[src/rtl/i2s_tx_pkg.sv]
package i2s_tx_pkg;

  // Sample width selection carried on cfg_fmt.
  typedef enum logic [1:0] {
    FMT_16X32 = 2'b00,
    FMT_24X32 = 2'b01,
    FMT_32X32 = 2'b10,
    FMT_32ALT = 2'b11
  } fmt_e;

  // True when a slot is filled by two half-word writes.
  function automatic logic fmt_split(fmt_e f);
    return f != FMT_16X32;
  endfunction

endpackage

[src/rtl/i2s_tx_bitclk.sv]
module i2s_tx_bitclk #(
  parameter int DIV_HALF = 2
) (
  input  logic clk,
  input  logic rst_n,
  input  logic en,
  output logic start,
  output logic adv,
  output logic ck_lvl
);

  localparam int CW = (DIV_HALF > 1) ? $clog2(DIV_HALF) : 1;
  localparam logic [CW-1:0] CNT_LAST = CW'(DIV_HALF - 1);

  logic [CW-1:0] cnt_q, cnt_d;
  logic          ck_q, ck_d;
  logic          run_q, run_d;
  logic          tick;

  always_comb begin
    tick  = run_q && (cnt_q == CNT_LAST);
    run_d = en;
    cnt_d = cnt_q;
    ck_d  = ck_q;
    if (!en || !run_q) begin
      cnt_d = '0;
      ck_d  = 1'b0;
    end else if (tick) begin
      cnt_d = '0;
      ck_d  = ~ck_q;
    end else begin
      cnt_d = cnt_q + CW'(1);
    end
  end

  always_ff @(posedge clk or negedge rst_n) begin
    if (!rst_n) begin
      cnt_q <= '0;
      ck_q  <= 1'b0;
      run_q <= 1'b0;
    end else begin
      cnt_q <= cnt_d;
      ck_q  <= ck_d;
      run_q <= run_d;
    end
  end

  assign start  = en && !run_q;
  assign adv    = en && tick && ck_q;
  assign ck_lvl = ck_q;

endmodule

[src/rtl/i2s_tx_slotseq.sv]
module i2s_tx_slotseq #(
  parameter int DW = 16
) (
  input  logic clk,
  input  logic rst_n,
  input  logic en,
  input  logic start,
  input  logic adv,
  input  logic msbj,
  output logic load_hi,
  output logic load_lo,
  output logic ws
);

  localparam int SLOT_BITS = 2 * DW;
  localparam int IW        = $clog2(SLOT_BITS);
  localparam logic [IW-1:0] IDX_LAST = IW'(SLOT_BITS - 1);
  localparam logic [IW-1:0] IDX_HALF = IW'(DW - 1);

  logic [IW-1:0] idx_q, idx_d, nxt_idx;
  logic          ch_q, ch_d, nxt_ch;
  logic          ws_q, ws_d;

  always_comb begin
    nxt_idx = (idx_q == IDX_LAST) ? '0 : idx_q + IW'(1);
    nxt_ch  = (idx_q == IDX_LAST) ? ~ch_q : ch_q;
    idx_d   = idx_q;
    ch_d    = ch_q;
    ws_d    = ws_q;
    if (!en) begin
      idx_d = '0;
      ch_d  = 1'b0;
      ws_d  = 1'b0;
    end else if (start) begin
      idx_d = '0;
      ch_d  = 1'b0;
      ws_d  = 1'b0;
    end else if (adv) begin
      idx_d = nxt_idx;
      ch_d  = nxt_ch;
      // standard alignment announces the coming channel during the last bit
      ws_d  = (!msbj && (nxt_idx == IDX_LAST)) ? ~nxt_ch : nxt_ch;
    end
  end

  always_ff @(posedge clk or negedge rst_n) begin
    if (!rst_n) begin
      idx_q <= '0;
      ch_q  <= 1'b0;
      ws_q  <= 1'b0;
    end else begin
      idx_q <= idx_d;
      ch_q  <= ch_d;
      ws_q  <= ws_d;
    end
  end

  assign load_hi = start || (adv && (idx_q == IDX_LAST));
  assign load_lo = adv && (idx_q == IDX_HALF);
  assign ws      = ws_q;

endmodule

[src/rtl/i2s_tx_datapath.sv]
module i2s_tx_datapath
  import i2s_tx_pkg::*;
#(
  parameter int DW = 16
) (
  input  logic          clk,
  input  logic          rst_n,
  input  logic          en,
  input  fmt_e          fmt,
  input  logic          wr_en,
  input  logic [DW-1:0] wr_data,
  input  logic          load_hi,
  input  logic          load_lo,
  input  logic          adv,
  output logic          txe,
  output logic          udr,
  output logic          side,
  output logic          sd
);

  localparam int SW = 2 * DW;
  localparam int HB = DW / 2;

  logic [DW-1:0] hold_q, hold_d;
  logic [SW-1:0] shift_q, shift_d;
  logic          txe_q, txe_d, udr_q, udr_d, side_q, side_d;
  logic          split, take, last_take;
  logic [DW-1:0] src, src_lo;

  always_comb begin
    split     = fmt_split(fmt);
    take      = load_hi || (load_lo && split);
    last_take = split ? (load_lo && split) : load_hi;
    src       = txe_q ? '0 : hold_q;
    src_lo    = (fmt == FMT_24X32) ? {src[DW-1:HB], {HB{1'b0}}} : src;

    shift_d = shift_q;
    if (!en)                   shift_d = '0;
    else if (load_hi)          shift_d = {src, {DW{1'b0}}};
    else if (load_lo && split) shift_d = {src_lo, {DW{1'b0}}};
    else if (adv)              shift_d = shift_q << 1;

    hold_d = wr_en ? wr_data : hold_q;
    txe_d  = wr_en ? 1'b0 : (take ? 1'b1 : txe_q);
    udr_d  = en && (udr_q || (take && txe_q));
    side_d = en && (last_take ? ~side_q : side_q);
  end

  always_ff @(posedge clk or negedge rst_n) begin
    if (!rst_n) begin
      hold_q  <= '0;
      shift_q <= '0;
      txe_q   <= 1'b1;
      udr_q   <= 1'b0;
      side_q  <= 1'b0;
    end else begin
      hold_q  <= hold_d;
      shift_q <= shift_d;
      txe_q   <= txe_d;
      udr_q   <= udr_d;
      side_q  <= side_d;
    end
  end

  assign txe  = txe_q;
  assign udr  = udr_q;
  assign side = side_q;
  assign sd   = shift_q[SW-1];

endmodule

[src/rtl/i2s_frame_tx.sv]
module i2s_frame_tx
  import i2s_tx_pkg::*;
#(
  parameter int DW       = 16,
  parameter int DIV_HALF = 2
) (
  input  logic          clk,
  input  logic          rst_n,
  input  logic          cfg_en,
  input  logic [1:0]    cfg_fmt,
  input  logic          cfg_msbj,
  input  logic          cfg_cpol,
  input  logic          cfg_ie,
  input  logic          wr_en,
  input  logic [DW-1:0] wr_data,
  output logic          txe,
  output logic          irq,
  output logic          ch_side,
  output logic          udr,
  output logic          i2s_ck,
  output logic          i2s_ws,
  output logic          i2s_sd
);

  logic start, adv, ck_lvl, load_hi, load_lo;
  fmt_e fmt_c;

  assign fmt_c = fmt_e'(cfg_fmt);

  i2s_tx_bitclk #(.DIV_HALF(DIV_HALF)) u_bitclk (
    .clk(clk), .rst_n(rst_n), .en(cfg_en),
    .start(start), .adv(adv), .ck_lvl(ck_lvl)
  );

  i2s_tx_slotseq #(.DW(DW)) u_seq (
    .clk(clk), .rst_n(rst_n), .en(cfg_en), .start(start), .adv(adv),
    .msbj(cfg_msbj), .load_hi(load_hi), .load_lo(load_lo), .ws(i2s_ws)
  );

  i2s_tx_datapath #(.DW(DW)) u_dp (
    .clk(clk), .rst_n(rst_n), .en(cfg_en), .fmt(fmt_c),
    .wr_en(wr_en), .wr_data(wr_data), .load_hi(load_hi), .load_lo(load_lo),
    .adv(adv), .txe(txe), .udr(udr), .side(ch_side), .sd(i2s_sd)
  );

  assign irq    = txe & cfg_ie;
  assign i2s_ck = ck_lvl ^ cfg_cpol;

endmodule

[config.mk]
export PLATFORM = sky130hd
export DESIGN_NAME = i2s_frame_tx
export DESIGN_NICKNAME = d
export VERILOG_FILES = /design/src/rtl/i2s_tx_pkg.sv /design/src/rtl/i2s_tx_bitclk.sv /design/src/rtl/i2s_tx_slotseq.sv /design/src/rtl/i2s_tx_datapath.sv /design/src/rtl/i2s_frame_tx.sv
export SDC_FILE = /design/constraint.sdc
export NUM_CORES = 1
export LEC_CHECK = 0
export ABC_AREA = 1
export CAP_MARGIN = 15
export CELL_PAD_IN_SITES_DETAIL_PLACEMENT = 1
export CELL_PAD_IN_SITES_GLOBAL_PLACEMENT = 1
export CORE_MARGIN = 1.5
export CORE_UTILIZATION = 40
export DETAILED_ROUTE_END_ITERATION = 6
export GPL_TIMING_DRIVEN = 0
export MAX_ROUTING_LAYER = met4
export PLACE_DENSITY = 0.83
export SKIP_LAST_GASP = 1
export SYNTH_ARGS = -nofsm -noshare
export SYNTH_HDL_FRONTEND = slang
export SYNTH_SLANG_ARGS = --single-unit
[constraint.sdc]
create_clock -name clk -period 2.71 [get_ports clk]
set_input_delay 0.542 -clock clk [delete_from_list [all_inputs] [get_ports clk]]
set_output_delay 0.542 -clock clk [all_outputs]
set_load 0.1 [all_outputs]
==> results of run 1 <==
## layout make-up
class	instances	share of cell area
Sequential cell	45	0.384
Multi-Input combinational cell	210	0.370
Timing Repair Buffer	31	0.105
Inverter	39	0.0499
Tap cell	75	0.0320
Buffer	12	0.0290
Clock buffer	5	0.0235
Clock inverter	3	0.00597
## report_power, final
| group | switching, mW | leakage (nW) | total (mW) | internal (mW) |
|---|---|---|---|---|
| clock | 0.241 | 0.0439 | 0.419 | 0.178 |
| sequential | 0.0242 | 0.578 | 0.742 | 0.718 |
| combinational | 0.165 | 0.888 | 0.267 | 0.102 |
## Yosys cell counts, drive strengths merged
cell	number	area, um2
buf	10	77.6
a21oi	3	18.8
ha	4	50.1
a31oi	1	6.26
clkbuf	2	7.51
nand4	8	50.1
dfrtp	44	1100
nor3	1	5.00
nand2	105	412
xor2	2	17.5
clkinv	1	3.75
nor2	23	136
o21ai	21	105
dfstp	1	26.3
mux2	9	101
inv	38	143
nand3	32	178
o22ai	1	6.26
## worst min path at each step
stage	start	end	slack, ns
after global placement	u_dp.shift_q[18]$_DFFE_PN0P_	u_dp.shift_q[18]$_DFFE_PN0P_	0.46
after floorplan	rst_n	u_bitclk.ck_lvl$_DFFE_PN0P_	0.25
after detailed placement	u_dp.shift_q[27]$_DFFE_PN0P_	u_dp.shift_q[27]$_DFFE_PN0P_	0.47
after global routing	rst_n	u_dp.hold_q[12]$_DFFE_PN0P_	0.18
final	rst_n	u_seq.ws$_DFFE_PN0P_	0.16
after CTS	rst_n	u_seq.ws$_DFFE_PN0P_	0.17
## sequential cells by signal (all words and copies together) (netlist names)
| signal | flops |
|---|---|
| u_bitclk.ck_lvl | 1 |
| u_bitclk.cnt_q | 1 |
| u_bitclk.run_q | 1 |
| u_dp.hold_q | 16 |
| u_dp.shift_q | 16 |
| u_dp.side | 1 |
| u_dp.txe | 1 |
| u_dp.udr | 1 |
| u_seq.ch_q | 1 |
| u_seq.idx_q | 5 |
| u_seq.ws | 1 |
## timing repair
item | CTS | global route
setup buffers | 0 | 0
gates resized for setup | 2 | 2
endpoints found under the setup margin | 2 | 1
## metrics by stage
stage / instance area (um2) / utilization / cells / total power [mW]
floorplan: 2440 / - / 306 / 0.923
detailed placement: 2850 / 0.482 / 412 / 1.03
global route: 2930 / 0.496 / 420 / 1.51
global placement: 2840 / 0.480 / 411 / 1.01
CTS: 2940 / 0.496 / 420 / 1.45
finish: 2930 / 0.496 / 420 / 1.43
## kinds of logic after synthesis
kind of cell	Yosys count	share of synthesized area
AO/OA/AOI/OAI	26	0.0558
XOR/XNOR	2	0.00717
adder cells (fa/ha/maj)	4	0.0205
buffers and inverters	51	0.0947
flip-flops	45	0.461
multiplexers	9	0.0415
AND/OR/NAND/NOR	169	0.319
## worst max-delay path, cell delays in order
cell and delay (ns):
clkdlybuf4s50_1 0.47, xor2_1 0.15, dlygate4sd2_1 0.87
## metal layers
metal  global-route usage  share of wire
met5                    -              0
met4               0.0621          0.018
met3               0.0371          0.038
met2                0.320           0.46
met1                0.261           0.49
==> flow_summary_export.csv, run 1 <==
group,metric,value,unit
outcome,outcome,"finished clean",
sta,slew_headroom,0.347,
routing,drt_iter0_drc,29,
sta,drv_slew,0,
finish,fillers,732,
placement,io_buffers,30,
finish,final_nets,373,
sta,period_minus_slack,2.58,ns
synthesis,syn_nets,335,
synthesis,synth-seq-cells,45,
routing,wl_per_cell,13.5,um
clock_network,clk_pin_slew,0.09,ns
clock_network,cts-root-buf,"clkbuf_8",
synthesis,netlist_instances,306,
routing,remaining_drc_errors,0,
finish,final_cell_mix,"nand2_1, dfrtp_1, inv_1, nand3_1, clkdlybuf4s50_1",
clock_network,cts_buffers,5,
sta,fmax,0.387,GHz
setup_path,startpoint_type,"input pin",
power_and_ir_drop,irDropWorstVdd,0.246,mV
floorplanning,dieHeight,81.2,um
placement,dp_slack,-0.166,ns
routing,firstDrtPassIters,5,
setup_path,r2r_slack,0.69,ns
run,cap_violations,0,
floorplanning,die_area,6590,um2
synthesis,yosysSeqAreaShare,0.461,
routing,ant_nets,0,
sta,hold_violations,0,
finish,final_common_cell,"nand2_1",
clock_network,cts.sinks,45,
setup_path,crit_fanout,1,
power_and_ir_drop,p_leak,1.51,nW
setup_path,worstPathArrival,2.04,ns
routing,wl,5.65,mm
setup_path,crit_path_start,"cfg_cpol",
global_routing,grt_max_degree,31,
global_routing,globalRouteTotalUtil,0.202,
global_routing,antenna_found_initial,0,
synthesis,synth.avg_cell_area,7.99,um2
sta,rsz0062_at_grt,"false",
synthesis,syn_area,2440,um2
global_routing,grt_first_pass_wirelength,9.77,mm
setup_path,r2r-end,"u_dp.side$_DFF_PN0_",
clock_network,hold_buffers,0,
sta,finalSetupTns,0,ns
floorplanning,initial_core_util,0.413,
clock_network,cts_buffer_depth,2,
setup_path,worstPathRequired,2.17,ns
sta,min_period_over_period,0.953,
sta,hold_ws,0.160,ns
clock_network,clkLatencyLatePin,0.31,ns
floorplanning,io_pins,32,
placement,place_congestion,0.776,
power_and_ir_drop,power_density,487,nW/um2
setup_path,setup.worst_path.end_class,"output pin",
finish,areaGrowthSynthToFinish,20.0,%
global_routing,grt_pass1_vias,2069,
finish,num_antenna_cells,0,
floorplanning,core.rowCount,28,
sta,setup_viol,0,
setup_path,endpoint,"i2s_ck",
placement,dpl.hpwl,4.23,mm
floorplanning,die_w,81.2,um
sta,fin_ws,0.128,ns
routing,vias,2069,
global_routing,grt.overflow.total,0,
setup_path,critPathKind,"in2out",
worst_hold_path,hp-class,"in2async",
setup_path,r2r_start,"u_seq.idx_q[1]$_DFFE_PN0P_",
routing,viasPerCell,4.93,
sta,worst_pin_slew,0.976,ns
clock_network,htreeDepth,2,
setup_path,rr_worst_depth,12,
sta,fin_skew,0.00949,ns
finish,drive_gt1_frac,0.125,
finish,multi_input_area,1090,um2
synthesis,synth-warning-count,0,
finish,final-seq-area,1130,um2
clock_network,cts_tree,"done",
floorplanning,core_area,5920,um2
synthesis,synth_cell_type_count,29,
Power figures use the tool's default switching activity.
==> run 2: changes to the inputs <==
--- a/config.mk
+++ b/config.mk
@@ -9,7 +9,6 @@
 export CAP_MARGIN = 15
 export CELL_PAD_IN_SITES_DETAIL_PLACEMENT = 1
 export CELL_PAD_IN_SITES_GLOBAL_PLACEMENT = 1
-export CORE_MARGIN = 1.5
 export CORE_UTILIZATION = 40
 export DETAILED_ROUTE_END_ITERATION = 6
 export GPL_TIMING_DRIVEN = 0
==> run 2 against run 1 <==
Effect of this change:
- fmax up 1.1%
- clock-buffer cell count unchanged
- clock power up 7.2%
- combinational power about the same
- via count up 0.77%
- routed wire length up 3.6%
- global-route usage up 1.0 points
- hold slack worse by 0.045 ns
- core utilization up 0.15 points
- non-clock buffer count unchanged
==> flow_summary_export.csv, run 2 (synthesis gave the netlist of run 1 again) <==
group,metric,value,unit
finish,final_common_cell,"nand2_1",
global_routing,grt_first_pass_wirelength,10.2,mm
finish,final_cell_mix,"nand2_1, dfrtp_1, inv_1, nand3_1, clkdlybuf4s50_1",
setup_path,startpoint_type,"input pin",
setup_path,worstPathRequired,2.17,ns
global_routing,grt_pass1_vias,2169,
setup_path,r2r-end,"u_dp.side$_DFF_PN0_",
clock_network,cts_buffers,5,
power_and_ir_drop,seq_power_share,0.508,
global_routing,grt_max_degree,34,
sta,rsz0062_at_grt,"false",
clock_network,cts.sinks,45,
global_routing,grt.overflow.total,0,
outcome,outcome,"finished clean",
power_and_ir_drop,p_leak,1.51,nW
finish,final_cells,420,
sta,fin_skew,0.00701,ns
finish,drive_gt1_frac,0.125,
routing,wl_per_cell,13.9,um
routing,drt_iter0_drc,61,
finish,num_antenna_cells,0,
finish,multi_input_area,1090,um2
power_and_ir_drop,irDropWorstVdd,0.253,mV
run,cap_violations,0,
finish,areaGrowthSynthToFinish,20.4,%
setup_path,r2r_slack,0.70,ns
global_routing,antenna_found_initial,0,
setup_path,setup.worst_path.end_class,"output pin",
clock_network,cts-root-buf,"clkbuf_8",
floorplanning,die_area,6430,um2
clock_network,htreeDepth,2,
setup_path,rr_worst_depth,12,
routing,ant_nets,0,
routing,vias,2085,
routing,firstDrtPassIters,6,
sta,worst_pin_slew,0.981,ns
sta,min_period_over_period,0.942,
power_and_ir_drop,combPwrFrac,0.185,
clock_network,clkLatencyLatePin,0.31,ns
setup_path,r2r_start,"u_seq.idx_q[1]$_DFFE_PN0P_",
finish,reg_top3,"u_dp.hold_q (16), u_dp.shift_q (16), u_seq.idx_q (5)",
floorplanning,io_pins,32,
floorplanning,core.rowCount,28,
sta,period_minus_slack,2.55,ns
clock_network,clk_pin_slew,0.10,ns
power_and_ir_drop,clockPowerShare,0.307,
power_and_ir_drop,power_density,496,nW/um2
finish,final-seq-area,1130,um2
floorplanning,initial_core_util,0.413,
finish,final_nets,373,
clock_network,cts_tree,"done",
sta,fmax,0.392,GHz
global_routing,globalRouteTotalUtil,0.212,
setup_path,worstPathArrival,2.01,ns
routing,remaining_drc_errors,0,
worst_hold_path,hp-class,"in2async",
placement,placedCellCount,412,
floorplanning,dieHeight,80.2,um
floorplanning,die_w,80.2,um
sta,finalSetupTns,0,ns
routing,wl,5.85,mm
placement,place_congestion,0.800,
power_and_ir_drop,switching_share,0.309,
routing,viasPerCell,4.96,
power_and_ir_drop,p_int,1.01,mW
placement,io_buffers,30,
setup_path,critPathKind,"in2out",
sta,slew_headroom,0.344,
sta,drv_slew,0,
sta,hold_violations,0,
clock_network,cts_buffer_depth,2,
placement,dpl.hpwl,4.33,mm
sta,setup_viol,0,
finish,fillers,738,
power_and_ir_drop,p_switching,451,uW
setup_path,crit_fanout,1,
floorplanning,core_area,5920,um2
[run 2: cell count changes in the layout (fill, tap and decap cells not counted), sizes merged]
cell / previous run / this run
inv: 38 / 39
clkinvlp: 1 / 0
[run 2: what timing repair did]
item	in CTS	in global routing
setup endpoints to repair	2	1
setup buffers	0	0
gates resized for setup	2	2
hold buffers	0	0
[run 2: through the flow]
| step | cell area, um2 | utilization | total power [mW] | setup slack [ns] | hold slack, ns |
|---|---|---|---|---|---|
| after floorplan | 2440 | - | 0.923 | 0.210 | 0.246 |
| after global placement | 2840 | 0.480 | 1.02 | -0.242 | 0.464 |
| after detailed placement | 2850 | 0.482 | 1.03 | -0.141 | 0.463 |
| after CTS | 2950 | 0.498 | 1.47 | -0.108 | 0.124 |
| after global routing | 2940 | 0.497 | 1.53 | 0.0856 | 0.129 |
| final | 2940 | 0.497 | 1.46 | 0.157 | 0.115 |
[run 2: critical path, stage by stage]
cell and delay, ns:
clkdlybuf4s50_1 0.47, xor2_1 0.14, dlygate4sd2_1 0.86
[run 2: layout make-up]
type / count / area share
flip-flops and latches: 45 / 0.383
clock inverters: 3 / 0.00893
multi-input cells: 210 / 0.369
plain buffers: 12 / 0.0289
repair buffers: 31 / 0.105
inverters: 39 / 0.0497
clock buffers: 5 / 0.0234
well taps: 75 / 0.0319
[run 2: how the worst max path moves through the flow]
| stage | startpoint | end | slack [ns] | depth (start not counted) |
|---|---|---|---|---|
| 5_1_grt | cfg_cpol | i2s_ck | 0.09 | 3 |
| 6_report | cfg_cpol | i2s_ck | 0.16 | 3 |
| 2_1_floorplan | cfg_cpol | i2s_ck | 0.21 | 1 |
| 4_1_cts | u_dp.txe$_DFFE_PN1P_ | irq | -0.11 | 5 |
| 3_5_place_dp | cfg_cpol | i2s_ck | -0.14 | 3 |
| 3_3_place_gp | rst_n | u_dp.hold_q[15]$_DFFE_PN0P_ | -0.24 | 1 |
[run 2: per-layer routing]
| metal | global-route usage | wire, um | vias to the layer above |
|---|---|---|---|
| li1 | - | - | 1040 |
| met1 | 0.260 | 2820 | 1005 |
| met2 | 0.358 | 2840 | 33 |
| met3 | 0.0386 | 148 | 7 |
| met4 | 0.0571 | 41 | 0 |
| met5 | - | 0 | - |
[run 2: power by group through the flow]
stage | Combinational, mW | Sequential (mW) | Clock [mW]
2_1_floorplan | 0.147 | 0.777 | 0
3_3_place_gp | 0.262 | 0.753 | 0
3_5_place_dp | 0.273 | 0.755 | 0
4_1_cts | 0.273 | 0.742 | 0.460
5_1_grt | 0.301 | 0.748 | 0.484
6_report | 0.269 | 0.741 | 0.449
==> run 3: changes to the inputs <==
--- a/config.mk
+++ b/config.mk
@@ -9,11 +9,11 @@
 export CAP_MARGIN = 15
 export CELL_PAD_IN_SITES_DETAIL_PLACEMENT = 1
 export CELL_PAD_IN_SITES_GLOBAL_PLACEMENT = 1
-export CORE_UTILIZATION = 40
+export CORE_UTILIZATION = 30
 export DETAILED_ROUTE_END_ITERATION = 6
 export GPL_TIMING_DRIVEN = 0
 export MAX_ROUTING_LAYER = met4
-export PLACE_DENSITY = 0.83
+export PLACE_DENSITY_LB_ADDON = 0.25
 export SKIP_LAST_GASP = 1
 export SYNTH_ARGS = -nofsm -noshare
 export SYNTH_HDL_FRONTEND = slang
==> run 3 against run 2 <==
Effect of this change:
- via count shrank 3.5%
- non-clock buffer count stayed put
- setup slack better by 0.0037 ns
- flip-flop and latch count is the same
- sequential power hardly changed
- clock-buffer cell count unchanged
- core utilization decreased by 11 points
- power up 5.4%
- design area is 1.8% higher
- register-to-register slack hardly changed
- final cell count increased by 6.4%
- fmax up 0.14%
==> flow_summary_export.csv, run 3 (synthesis gave the netlist of run 1 again) <==
group,metric,value,unit
power_and_ir_drop,combPwrFrac,0.174,
clock_network,cts_setup_buffers,0,
sta,min_period_over_period,0.941,
clock_network,cts_tree,"done",
routing,vias,2012,
setup_path,critPathKind,"in2out",
setup_path,startpoint_type,"input pin",
power_and_ir_drop,irDropWorstVdd,0.230,mV
finish,final_common_cell,"nand2_1",
sta,slew_headroom,0.348,
routing,ant_nets,0,
sta,worst_pin_slew,0.975,ns
clock_network,clk_pin_slew,0.09,ns
routing,wl,5.83,mm
global_routing,grt_pass1_vias,1997,
sta,rsz0062_at_grt,"false",
setup_path,crit_fanout,1,
finish,drive_gt1_frac,0.125,
clock_network,cts-root-buf,"clkbuf_8",
routing,wl_per_cell,13.0,um
worst_hold_path,hp-class,"in2async",
sta,fin_skew,0.00537,ns
sta,setup_viol,0,
clock_network,cts_buffer_depth,2,
placement,io_buffers,30,
power_and_ir_drop,p_int,1.10,mW
global_routing,globalRouteTotalUtil,0.153,
clock_network,hold_buffers,0,
finish,multi_input_area,1090,um2
power_and_ir_drop,seq_power_share,0.482,
clock_network,cts.sinks,45,
power_and_ir_drop,switching_share,0.287,
clock_network,cts_buffers,5,
global_routing,antenna_found_initial,0,
setup_path,worstPathArrival,2.01,ns
sta,drv_slew,0,
setup_path,crit_path_top_delay_cell,"dlygate4sd2_1",
placement,dpl_cell_area,2890,um2
sta,finalSetupTns,0,ns
finish,stdcell_area,3000,um2
finish,final-seq-area,1130,um2
floorplanning,die_w,92.3,um
finish,num_antenna_cells,0,
floorplanning,dieHeight,92.3,um
setup_path,slowest_delay,0.86,ns
routing,viasPerCell,4.50,
sta,period_minus_slack,2.55,ns
outcome,outcome,"finished clean",
run,cap_violations,0,
power_and_ir_drop,p_switching,441,uW
floorplanning,core_area,7810,um2
power_and_ir_drop,p_leak,1.52,nW
setup_path,setup.worst_path.end_class,"output pin",
setup_path,worstPathCellList,"clkdlybuf4s50_1 > xor2_1 > dlygate4sd2_1",
routing,remaining_drc_errors,0,
clock_network,htreeDepth,2,
finish,reg_top3,"u_dp.hold_q (16), u_dp.shift_q (16), u_seq.idx_q (5)",
finish,fillers,952,
routing,drt_iter0_drc,65,
clock_network,clkLatencyLatePin,0.30,ns
power_and_ir_drop,power_density,513,nW/um2
floorplanning,die_area,8510,um2
routing,firstDrtPassIters,4,
finish,final_nets,373,
floorplanning,initial_core_util,0.313,
placement,place_congestion,0.758,
sta,fmax,0.392,GHz
global_routing,grt_max_degree,29,
power_and_ir_drop,clockPowerShare,0.344,
global_routing,grt_first_pass_wirelength,10.0,mm
finish,final_cell_mix,"nand2_1, dfrtp_1, inv_1, nand3_1, clkdlybuf4s50_1",
setup_path,rr_worst_depth,12,
sta,hold_violations,0,
setup_path,r2r_slack,0.69,ns
floorplanning,core.rowCount,32,
setup_path,r2r_start,"u_seq.idx_q[1]$_DFFE_PN0P_",
finish,areaGrowthSynthToFinish,22.6,%
setup_path,worstPathRequired,2.17,ns
placement,dpl.hpwl,4.37,mm
floorplanning,io_pins,32,
setup_path,r2r-end,"u_dp.side$_DFF_PN0_",
global_routing,grt.overflow.total,0,
==> run 3: cell types whose count changed in the layout (fill, tap and decap cells not counted), sizes merged <==
cell	change
bufinv	+1
clkinv	-1
clkinvlp	+1
inv	-1
==> run 3: worst max-delay path by stage <==
| stage | cells past startpoint | startpoint | end | slack, ns |
|---|---|---|---|---|
| 4_1_cts | 5 | u_dp.txe$_DFFE_PN1P_ | irq | -0.1 |
| 3_5_place_dp | 3 | cfg_cpol | i2s_ck | -0.13 |
| 2_1_floorplan | 1 | cfg_cpol | i2s_ck | 0.21 |
| 3_3_place_gp | 1 | rst_n | u_dp.hold_q[11]$_DFFE_PN0P_ | -0.36 |
| 5_1_grt | 3 | cfg_cpol | i2s_ck | 0.12 |
| 6_report | 3 | cfg_cpol | i2s_ck | 0.16 |
==> run 3: worst max-delay path, delay by kind of cell <==
kind,cells,cell delay (ns)
buffers and inverters,2,1.33
xor gates and xnor gates,1,0.13
==> run 3: repair_timing <==
| action | CTS | global route |
|---|---|---|
| setup endpoints to repair | 2 | 1 |
| gates resized for setup | 2 | 2 |
| hold endpoints to repair | 0 | 0 |
| gates cloned | 0 | 0 |
==> run 3: metal layers <==
layer / vias to the layer above / track usage / part of all wire
met3: 2 / 0.0274 / 0.026
met5: - / - / 0
li1: 1042 / - / -
met1: 941 / 0.220 / 0.53
met2: 27 / 0.224 / 0.44
met4: 0 / 0.0352 / 0.0065
==> run 3: cell type report <==
cell class              instances  share of cell area
inverters                      39              0.0489
well taps                     102              0.0426
flip-flops and latches         45               0.376
clock inverters                 3              0.0154
multi-input cells             210               0.362
plain buffers                  12              0.0284
repair buffers                 31               0.103
clock buffers                   5              0.0230
==> run 3: through the flow <==
stage          utilization  worst slack [ns]  instances  hold WS, ns  power (mW)
2_1_floorplan            -             0.210        306        0.246       0.923
3_3_place_gp         0.368            -0.358        438        0.463        1.02
3_5_place_dp         0.370            -0.130        439        0.469        1.03
4_1_cts              0.384           -0.0982        447        0.192        1.56
5_1_grt              0.384             0.118        447        0.205        1.61
6_report             0.384             0.160        447        0.182        1.54
==> run 3: power by group through the flow <==
stage / clock, mW / sequential [mW] / combinational [mW]
5_1_grt: 0.563 / 0.747 / 0.301
6_report: 0.528 / 0.741 / 0.268
4_1_cts: 0.544 / 0.742 / 0.273
2_1_floorplan: 0 / 0.777 / 0.147
3_3_place_gp: 0 / 0.753 / 0.268
3_5_place_dp: 0 / 0.755 / 0.274
